===== src/rtl/pm_pkg.sv =====
package pm_pkg;
  localparam int KEY_W_DEF   = 16;
  localparam int ENTRIES_DEF = 16;
  localparam int CNT_W_DEF   = 16;

  // Where the membership of a looked-up partition came from
  typedef enum logic [1:0] {
    HIT_NONE  = 2'd0,
    HIT_TABLE = 2'd1,
    HIT_MGMT  = 2'd2
  } hit_src_e;
endpackage


===== src/rtl/pm_table.sv =====
module pm_table #(
  parameter int ENTRIES = 16,
  parameter int KEY_W   = 16,
  localparam int IDX_W  = $clog2(ENTRIES)
) (
  input  logic                            clk,
  input  logic                            rst,
  input  logic                            we,
  input  logic [IDX_W-1:0]                idx,
  input  logic                            en,
  input  logic [KEY_W-1:0]                key,
  output logic [ENTRIES-1:0]              ent_vld,
  output logic [ENTRIES-1:0][KEY_W-1:0]   ent_key
);
  // Held in flops: every entry is compared in parallel each cycle
  always_ff @(posedge clk) begin
    if (rst) begin
      ent_vld <= '0;
    end else if (we) begin
      ent_vld[idx] <= en;
    end
  end

  always_ff @(posedge clk) begin
    if (we) begin
      ent_key[idx] <= key;
    end
  end
endmodule


===== src/rtl/pm_match.sv =====
module pm_match
  import pm_pkg::*;
#(
  parameter int ENTRIES = 16,
  parameter int KEY_W   = 16,
  parameter logic [KEY_W-2:0] MGMT_ID = '1,
  localparam int IDX_W  = $clog2(ENTRIES)
) (
  input  logic [ENTRIES-1:0]              ent_vld,
  input  logic [ENTRIES-1:0][KEY_W-1:0]   ent_key,
  input  logic [KEY_W-2:0]                pkt_id,
  output hit_src_e                        hit,
  output logic                            ent_full
);
  logic [ENTRIES-1:0] cmp;
  logic [IDX_W-1:0]   sel;

  genvar g;
  generate
    for (g = 0; g < ENTRIES; g++) begin : g_cmp
      assign cmp[g] = ent_vld[g] && (ent_key[g][KEY_W-2:0] == pkt_id);
    end
  endgenerate

  // Lowest matching index wins
  always_comb begin
    sel = '0;
    for (int i = ENTRIES - 1; i >= 0; i--) begin
      if (cmp[i]) sel = i[IDX_W-1:0];
    end
  end

  always_comb begin
    if (|cmp) begin
      hit      = HIT_TABLE;
      ent_full = ent_key[sel][KEY_W-1];
    end else if (pkt_id == MGMT_ID) begin
      hit      = HIT_MGMT;
      ent_full = 1'b0;
    end else begin
      hit      = HIT_NONE;
      ent_full = 1'b0;
    end
  end
endmodule


===== src/rtl/pm_decide.sv =====
module pm_decide
  import pm_pkg::*;
#(
  parameter int CNT_W = 16
) (
  input  logic             clk,
  input  logic             rst,
  input  logic             hdr_valid,
  input  logic             pkt_full,
  input  logic             dst_full,
  input  hit_src_e         hit,
  input  logic             ent_full,
  output logic             dec_valid,
  output logic             dec_pass,
  output logic [CNT_W-1:0] viol_count
);
  logic allow;

  assign allow = (hit != HIT_NONE) && ((pkt_full && ent_full) || dst_full);

  always_ff @(posedge clk) begin
    if (rst) begin
      dec_valid  <= 1'b0;
      dec_pass   <= 1'b0;
      viol_count <= '0;
    end else begin
      dec_valid <= hdr_valid;
      dec_pass  <= hdr_valid && allow;
      if (hdr_valid && !allow && (viol_count != {CNT_W{1'b1}})) begin
        viol_count <= viol_count + 1'b1;
      end
    end
  end
endmodule


===== src/rtl/pm_enforce.sv =====
module pm_enforce
  import pm_pkg::*;
#(
  parameter int ENTRIES = ENTRIES_DEF,
  parameter int KEY_W   = KEY_W_DEF,
  parameter int CNT_W   = CNT_W_DEF,
  parameter logic [KEY_W-2:0] MGMT_ID = '1,
  localparam int IDX_W  = $clog2(ENTRIES)
) (
  input  logic             clk,
  input  logic             rst,
  input  logic             cfg_we,
  input  logic [IDX_W-1:0] cfg_idx,
  input  logic             cfg_en,
  input  logic [KEY_W-1:0] cfg_key,
  input  logic             hdr_valid,
  input  logic [KEY_W-1:0] hdr_src_key,
  input  logic             hdr_dst_full,
  output logic             dec_valid,
  output logic             dec_pass,
  output logic [CNT_W-1:0] viol_count
);
  logic [ENTRIES-1:0]            ent_vld;
  logic [ENTRIES-1:0][KEY_W-1:0] ent_key;
  hit_src_e                      hit;
  logic                          ent_full;

  pm_table #(.ENTRIES(ENTRIES), .KEY_W(KEY_W)) u_table (
    .clk(clk), .rst(rst), .we(cfg_we), .idx(cfg_idx), .en(cfg_en),
    .key(cfg_key), .ent_vld(ent_vld), .ent_key(ent_key)
  );

  pm_match #(.ENTRIES(ENTRIES), .KEY_W(KEY_W), .MGMT_ID(MGMT_ID)) u_match (
    .ent_vld(ent_vld), .ent_key(ent_key), .pkt_id(hdr_src_key[KEY_W-2:0]),
    .hit(hit), .ent_full(ent_full)
  );

  pm_decide #(.CNT_W(CNT_W)) u_decide (
    .clk(clk), .rst(rst), .hdr_valid(hdr_valid),
    .pkt_full(hdr_src_key[KEY_W-1]), .dst_full(hdr_dst_full),
    .hit(hit), .ent_full(ent_full),
    .dec_valid(dec_valid), .dec_pass(dec_pass), .viol_count(viol_count)
  );
endmodule


===== config.mk =====
export PLATFORM = sky130hd
export DESIGN_NAME = pm_enforce
export DESIGN_NICKNAME = d
export VERILOG_FILES = /design/src/rtl/pm_pkg.sv /design/src/rtl/pm_table.sv /design/src/rtl/pm_match.sv /design/src/rtl/pm_decide.sv /design/src/rtl/pm_enforce.sv
export SDC_FILE = /design/constraint.sdc
export NUM_CORES = 1
export LEC_CHECK = 0
export ABC_AREA = 1
export CAP_MARGIN = 15
export CELL_PAD_IN_SITES_DETAIL_PLACEMENT = 1
export CELL_PAD_IN_SITES_GLOBAL_PLACEMENT = 1
export CORE_AREA = 2 2 158 160
export DETAILED_ROUTE_END_ITERATION = 16
export DIE_AREA = 0 0 160 162
export DONT_BUFFER_PORTS = 1
export PLACE_DENSITY = 0.89
export SYNTH_ARGS = -nofsm -noshare
export SYNTH_HDL_FRONTEND = slang
export SYNTH_HIERARCHICAL = 1
export SYNTH_SLANG_ARGS = --single-unit

===== constraint.sdc =====
create_clock -name clk -period 7.16 [get_ports clk]
set_input_delay 0.716 -clock clk [delete_from_list [all_inputs] [get_ports clk]]
set_output_delay 0.716 -clock clk [all_outputs]
set_load 0.01 [all_outputs]

==> out/qor.yml, run 1 <==
yosys:
  ys_warn_count: 6
  synthArstFlopShare: 0
  synth-main-ff-cell: "edfxtp_1"
  synth_nets: 1266
  synth_seq_area_share: 0.638
  syn_area_um2: 13100
  yosys.area.top_type_share: 0.586
  syn_inst: 1223
  synth_edf_count: 256
  synthDistinctLibCells: 47
  synth.top_cells.by_area: "edfxtp_1, nand2_1, dfxtp_1, nor2_1, o21ai_0"
  syn_area_per_cell_um2: 10.7
  ys_ff_latch: 290
  yosysTopAreaCell: "edfxtp_1"
route:
  drt_first_iter_violations: 1267
  routed_wirelength_um: 45300
  post_drt_via_cell_ratio: 6.56
  routedWlPerCell_um: 28.9
  detail-route-antenna-nets: 0
  drtPass1Iterations: 5
  num_vias: 10300
  drc_errors: 0
layout:
  stdcell_area_um2: 14200
  areaGrowthSynthToFinish_pct: 7.97
  register_area_um2: 8370
  multi_input_area_um2: 4110
  nNetsFinal: 1264
  drive_above_1_share: 0.0813
  fin_util: 0.588
  fillCellCount: 2585
  n_antenna_cell: 0
timing:
  setup_violations: 0
  worst-slew-pin-transition_ns: 1.26
  hold_violations: 0
  fin_crit_sh: 0.643
  finalClockSkew_ns: 0.0114
  setup_ws_ns: 2.56
  finalWorstPathRequiredPeriod_ns: 4.60
  fmax_mhz: 217
  slew_viol_final: 0
  fin_hold_ws_ns: 0.234
  relSlewSlack: 0.161
  tns_ns: 0
  rsz0062_at_grt: "false"
setup_path:
  crit_path_start_kind: "primary input"
  worstPathMaxFanout: 30
  critPathArrivalTime_ns: 5.04
  rrSetupSlack_ns: 3.07
  crit_slowest_cell: "inv_1"
  crit_required_ns: 7.60
  cpPeakStageDelay_ns: 0.81
  end_kind: "register"
  setup.worst_path.class: "in -> reg"
  crit_path_frequent_cell: "nand2_1"
place:
  gp_congestion: 0.949
  post-place-ws_ns: 2.32
  place.port_buffers: 0
  hpwl_um: 27700
  place_area_um2: 13300
grt:
  overflow: 0
  first_global_vias: 11100
  grtUsageTotal: 0.351
  grt_pass1_wl_um: 67100
  antenna_found_initial: 0
  grt_start_max_net_pins: 31
power_and_ir_drop:
  p_per_area_nw_per_um2: 249
  pwr-share-comb: 0.051
  power.share.switching: 0.223
  p_int_uw: 2740
  seqPwrFrac: 0.537
  peakVddDrop_mv: 0.154
  p_switching_uw: 786
  p_clk_frac: 0.412
  p_leak_uw: 0.00509
clocking:
  h-tree-depth: 1
  clock_path_buffers: 3
  clk_latency_ns: 0.55
  root_buffer: "clkbuf_16"
  postCtsSetupBuffers: 0
  hold_buffers: 0
  cts_inserted_buffers: 29
  cts_tree: "built"
  clkTransAtPathRegs_ns: 0.06
  cts_resized: 0
  cts_sinks: 290
die:
  start_util: 0.544
  fp-row-count: 57
  fp.dieArea_um2: 25900
  die_w_um: 160
  core_um2: 24100
  die_y_um: 162
  io_pins: 60
job:
  drv_cap: 0
min_path:
  min_path_type: "in -> reg"
run_status:
  status: "complete, no violations"
Yosys cell counts, types with 16 or more instances:
master	number
nand2_1	285
o22ai_1	46
edfxtp_1	256
nand4_1	20
a221oi_1	16
inv_2	17
a22o_1	20
xor2_1	24
nor4_1	16
o21ai_0	59
inv_1	71
nand3_1	32
xnor2_1	29
nor2_1	167
dfxtp_1	34
worst max-delay path: cells and delay by family:
family / cells / cell delay, ns
AND/OR/NAND/NOR: 28 / 2.53
buffers and inverters: 2 / 0.99
AO/OA/AOI/OAI: 4 / 0.79
worst paths after layout:
check | start | to | cells past startpoint
setup reg to reg | u_table/ent_key[248] | u_decide/viol_count[0] | 37
hold reg to reg | u_table/ent_vld[14] | u_table/ent_vld[14] | 2
setup / recovery | hdr_src_key[3] | u_decide/viol_count[1] | 34
hold / removal | rst | u_decide/viol_count[2] | 1
sequential cells by signal (all words and copies together), names as in the netlist:
signal / cells
u_decide/dec_pass: 1
u_decide/viol_count: 16
u_table/ent_vld: 16
u_table/ent_key: 256
u_decide/dec_valid: 1
cell usage in the layout (no fill, tap or decap), types with 5 or more instances in the layout:
master,instances
edfxtp_1,256
clkbuf_16,29
nand3_2,6
buf_4,10
clkinv_1,6
nor2_1,163
xnor2_1,29
a21oi_1,14
nand3b_1,5
clkbuf_1,11
o2111ai_1,8
nand3_1,32
nand2_1,285
o22ai_1,46
a22o_1,20
inv_2,17
dfxtp_1,34
nor2_2,12
nand4_1,20
inv_1,71
nor4_1,16
o21ai_1,5
a211oi_1,9
clkinv_2,5
o21ai_0,59
a221oi_1,16
nand2_2,9
xor2_1,24
per-layer routing:
layer / vias to the layer above / global-route usage / part of all wire
met1: 5099 / 0.419 / 0.35
met4: 0 / 0.210 / 0.066
li1: 4286 / - / -
met5: - / 0 / 0
met3: 208 / 0.0582 / 0.10
met2: 681 / 0.603 / 0.49
power groups by stage:
stage	Clock (uW)	Combinational, uW	Sequential [uW]
CTS	1450	174	1900
floorplan	0	136	1920
global placement	0	157	1930
detailed placement	0	168	1930
global route	1510	190	1900
finish	1450	180	1900
through the flow:
stage / power, uW / cells
6_report: 3530 / 1567
5_1_grt: 3600 / 1567
4_1_cts: 3520 / 1567
3_5_place_dp: 2100 / 1514
3_3_place_gp: 2080 / 1514
2_1_floorplan: 2060 / 1223
kinds of logic (layout without fill, tap and decap cells):
kind of cell	after synthesis	in the layout	synth area share
fa+ha+maj	1	1	0.000953
xor+xnor	53	53	0.0354
simple gates	559	559	0.183
buf+inv	132	152	0.0500
compound gates	188	188	0.0934
flops	290	290	0.638
area by class of cell:
cell class / count / share of cell area
Multi-Input combinational cell: 801 / 0.290
Inverter: 89 / 0.0237
Sequential cell: 290 / 0.590
Clock inverter: 13 / 0.00777
Clock buffer: 40 / 0.0541
Timing Repair Buffer: 10 / 0.00530
Tap cell: 324 / 0.0286
Power figures use the tool's default switching activity.
==> run 2, diff against run 1 <==
Settings changed: CORE_AREA 2 2 158 160 to 2 2 164 166, DIE_AREA 0 0 160 162 to 0 0 166 168, PLACE_DENSITY 0.89 to 0.84.
Clock period 7.16 ns to 4.8 ns, I/O delays scaled along.
==> run 2 against run 1 <==
Compared with the run above:
- critical path depth is 3 lower
- sequential share of layout area shrank 1.3 points
- cell count grew 2.7%
- clock skew decreased by 0.0026 ns
- highest routed layer unchanged
==> out/qor.yml, run 2 (synthesis results as in run 1) <==
setup_path:
  critPathLaunch: "hdr_src_key[3]"
  reg2reg_depth: 37  # unchanged
  setup.worst_path.class: "in -> reg"
  crit_slowest_cell: "inv_1"
  timing.rr.start: "u_table/ent_key[251]"
  cp_num_cells: 31  # -8.8%
  crit_path_start_kind: "primary input"
  end_kind: "register"
  critPathTopFamily: "simple AND/OR/NAND/NOR gates"
  worstPathMaxFanout: 13  # -57%
  cpPeakStageDelay_ns: 0.42  # -0.39 ns
  critPathArrivalTime_ns: 4.48  # -0.56 ns
  cp_num_buf_inv: 3  # +1
  reg2reg_to: "u_decide/viol_count[2]"
  rrSetupSlack_ns: 0.78  # -2.29 ns
  crit_required_ns: 5.25  # -2.35 ns
  critPathCapture: "u_decide/viol_count[1]"
  crit_path_frequent_cell: "nand2_1"
clocking:
  h-tree-depth: 1  # unchanged
  cts_sinks: 290  # unchanged
  clkTransAtPathRegs_ns: 0.07  # about the same
  postCtsSetupBuffers: 0  # unchanged
  cts_inserted_buffers: 30  # +3.4%
  cts_tree: "built"
  root_buffer: "clkbuf_16"
  clk_latency_ns: 0.56  # about the same
  clock_path_buffers: 3  # unchanged
layout:
  largest_register: "u_table/ent_key"
  register_area_um2: 8370  # unchanged
  n_antenna_cell: 0  # unchanged
  final_cell_mix: "nand2_1, edfxtp_1, nor2_1"
  layout_commonest_cell: "nand2_1"
  fin_util: 0.550  # -0.0376
  biggestRegsByFlops: "u_table/ent_key (256), u_decide/viol_count (16), u_table/ent_vld (16)"
  multi_input_area_um2: 4110  # unchanged
  drive_above_1_share: 0.0875  # +0.00628
  largest_reg_flops: 256  # unchanged
  fillCellCount: 2819  # +9.1%
  areaGrowthSynthToFinish_pct: 10.5
  nNetsFinal: 1288  # +1.9%
route:
  post_drt_via_cell_ratio: 6.28  # -4.2%
  num_vias: 10100  # -1.6%
  routed_wirelength_um: 43800  # -3.1%
  drtPass1Iterations: 5  # unchanged
  drt_first_iter_violations: 1142  # -9.9%
  detail-route-antenna-nets: 0  # unchanged
  routedWlPerCell_um: 27.3  # -5.7%
  drc_errors: 0  # unchanged
grt:
  overflow: 0  # unchanged
  grt_pass1_wl_um: 64200  # -4.3%
  grt_start_max_net_pins: 30  # -3.2%
  antenna_found_initial: 1  # +1
  grtUsageTotal: 0.308  # -0.0431
  first_global_vias: 10400  # -6.1%
die:
  fp.dieArea_um2: 27900  # +7.6%
  fp-row-count: 60  # +5.3%
  core_um2: 26400  # +9.3%
  die_y_um: 168  # +3.7%
  start_util: 0.498  # -0.0464
  io_pins: 60  # unchanged
  die_w_um: 166  # +3.8%
place:
  gp_congestion: 0.884  # -6.8%
  hpwl_um: 26200  # -5.3%
  place.port_buffers: 0  # unchanged
timing:
  fmax_mhz: 248
  finalWorstPathRequiredPeriod_ns: 4.03
  setup_violations: 0  # unchanged
  tns_ns: 0  # unchanged
  fin_crit_sh: 0.840
  fin_hold_ws_ns: 0.0123  # -0.221 ns
  slew_viol_final: 0  # unchanged
  hold_violations: 0  # unchanged
  worst-slew-pin-transition_ns: 1.22  # -0.0346 ns
  finalClockSkew_ns: 0.00879  # -0.00258 ns
  rsz0062_at_grt: "false"
  relSlewSlack: 0.184  # +0.0231
run_status:
  status: "complete, no violations"
job:
  drv_cap: 0  # unchanged
min_path:
  min_path_type: "in -> reg"
power_and_ir_drop:
  p_leak_uw: 0.00524  # +3.0%
  p_per_area_nw_per_um2: 376  # +51%
  peakVddDrop_mv: 0.232  # +51%
-- run 2: changes by cell type in the layout (fill, tap and decap cells not counted), sizes merged --
cell,delta
dlygate4sd3,+17
clkinvlp,-1
buf,+6
bufinv,+1
clkbuf,+1
clkinv,+1
-- run 2: what timing repair did --
| action | in CTS | in global routing |
|---|---|---|
| gates resized for setup | 0 | 0 |
| hold buffers | 6 | 11 |
| hold endpoints to repair | 15 | 31 |
-- run 2: worst min path at each step --
stage | from | end | slack, ns | cells after the start
floorplan | u_table/ent_vld[11] | u_table/ent_vld[11] | 0.43 | 2
global placement | u_table/ent_vld[7] | u_table/ent_vld[7] | 0.46 | 2
detailed placement | u_table/ent_vld[9] | u_table/ent_vld[9] | 0.48 | 2
CTS | cfg_key[1] | u_table/ent_key[17] | 0.00007 | 0
global route | cfg_key[5] | u_table/ent_key[21] | 0.0005 | 0
finish | cfg_key[13] | u_table/ent_key[189] | 0.01 | 0
-- run 2: cell type report --
type	count	share of cell area
repair buffers	33	0.0200
multi-input cells	801	0.283
clock buffers	41	0.0575
clock inverters	14	0.00941
flip-flops and latches	290	0.577
inverters	89	0.0231
well taps	341	0.0294
-- run 2: through the flow --
step           std cells  instance area (um^2)  power (uW)  setup slack [ns]
2_1_floorplan       1223                 13100        3070              1.60
3_3_place_gp        1537                 13400        3120             0.658
5_1_grt             1609                 14500        5570             0.457
6_report            1609                 14500        5450             0.768
4_1_cts             1598                 14400        5430             0.845
3_5_place_dp        1537                 13400        3130             0.518
-- run 2: power by group --
group          switching [uW]  total, uW  internal [uW]
registers                29.0       2830           2800
logic                     196        287           91.0
clock network             974       2340           1360
total                    1200       5450           4250
-- run 2: per-layer routing --
layer / track usage / wire length (um) / vias up
met4: 0.124 / 1550 / 0
met3: 0.0468 / 4360 / 105
met2: 0.528 / 21400 / 582
met5: 0 / 0 / -
li1: - / - / 4338
met1: 0.394 / 16600 / 5084
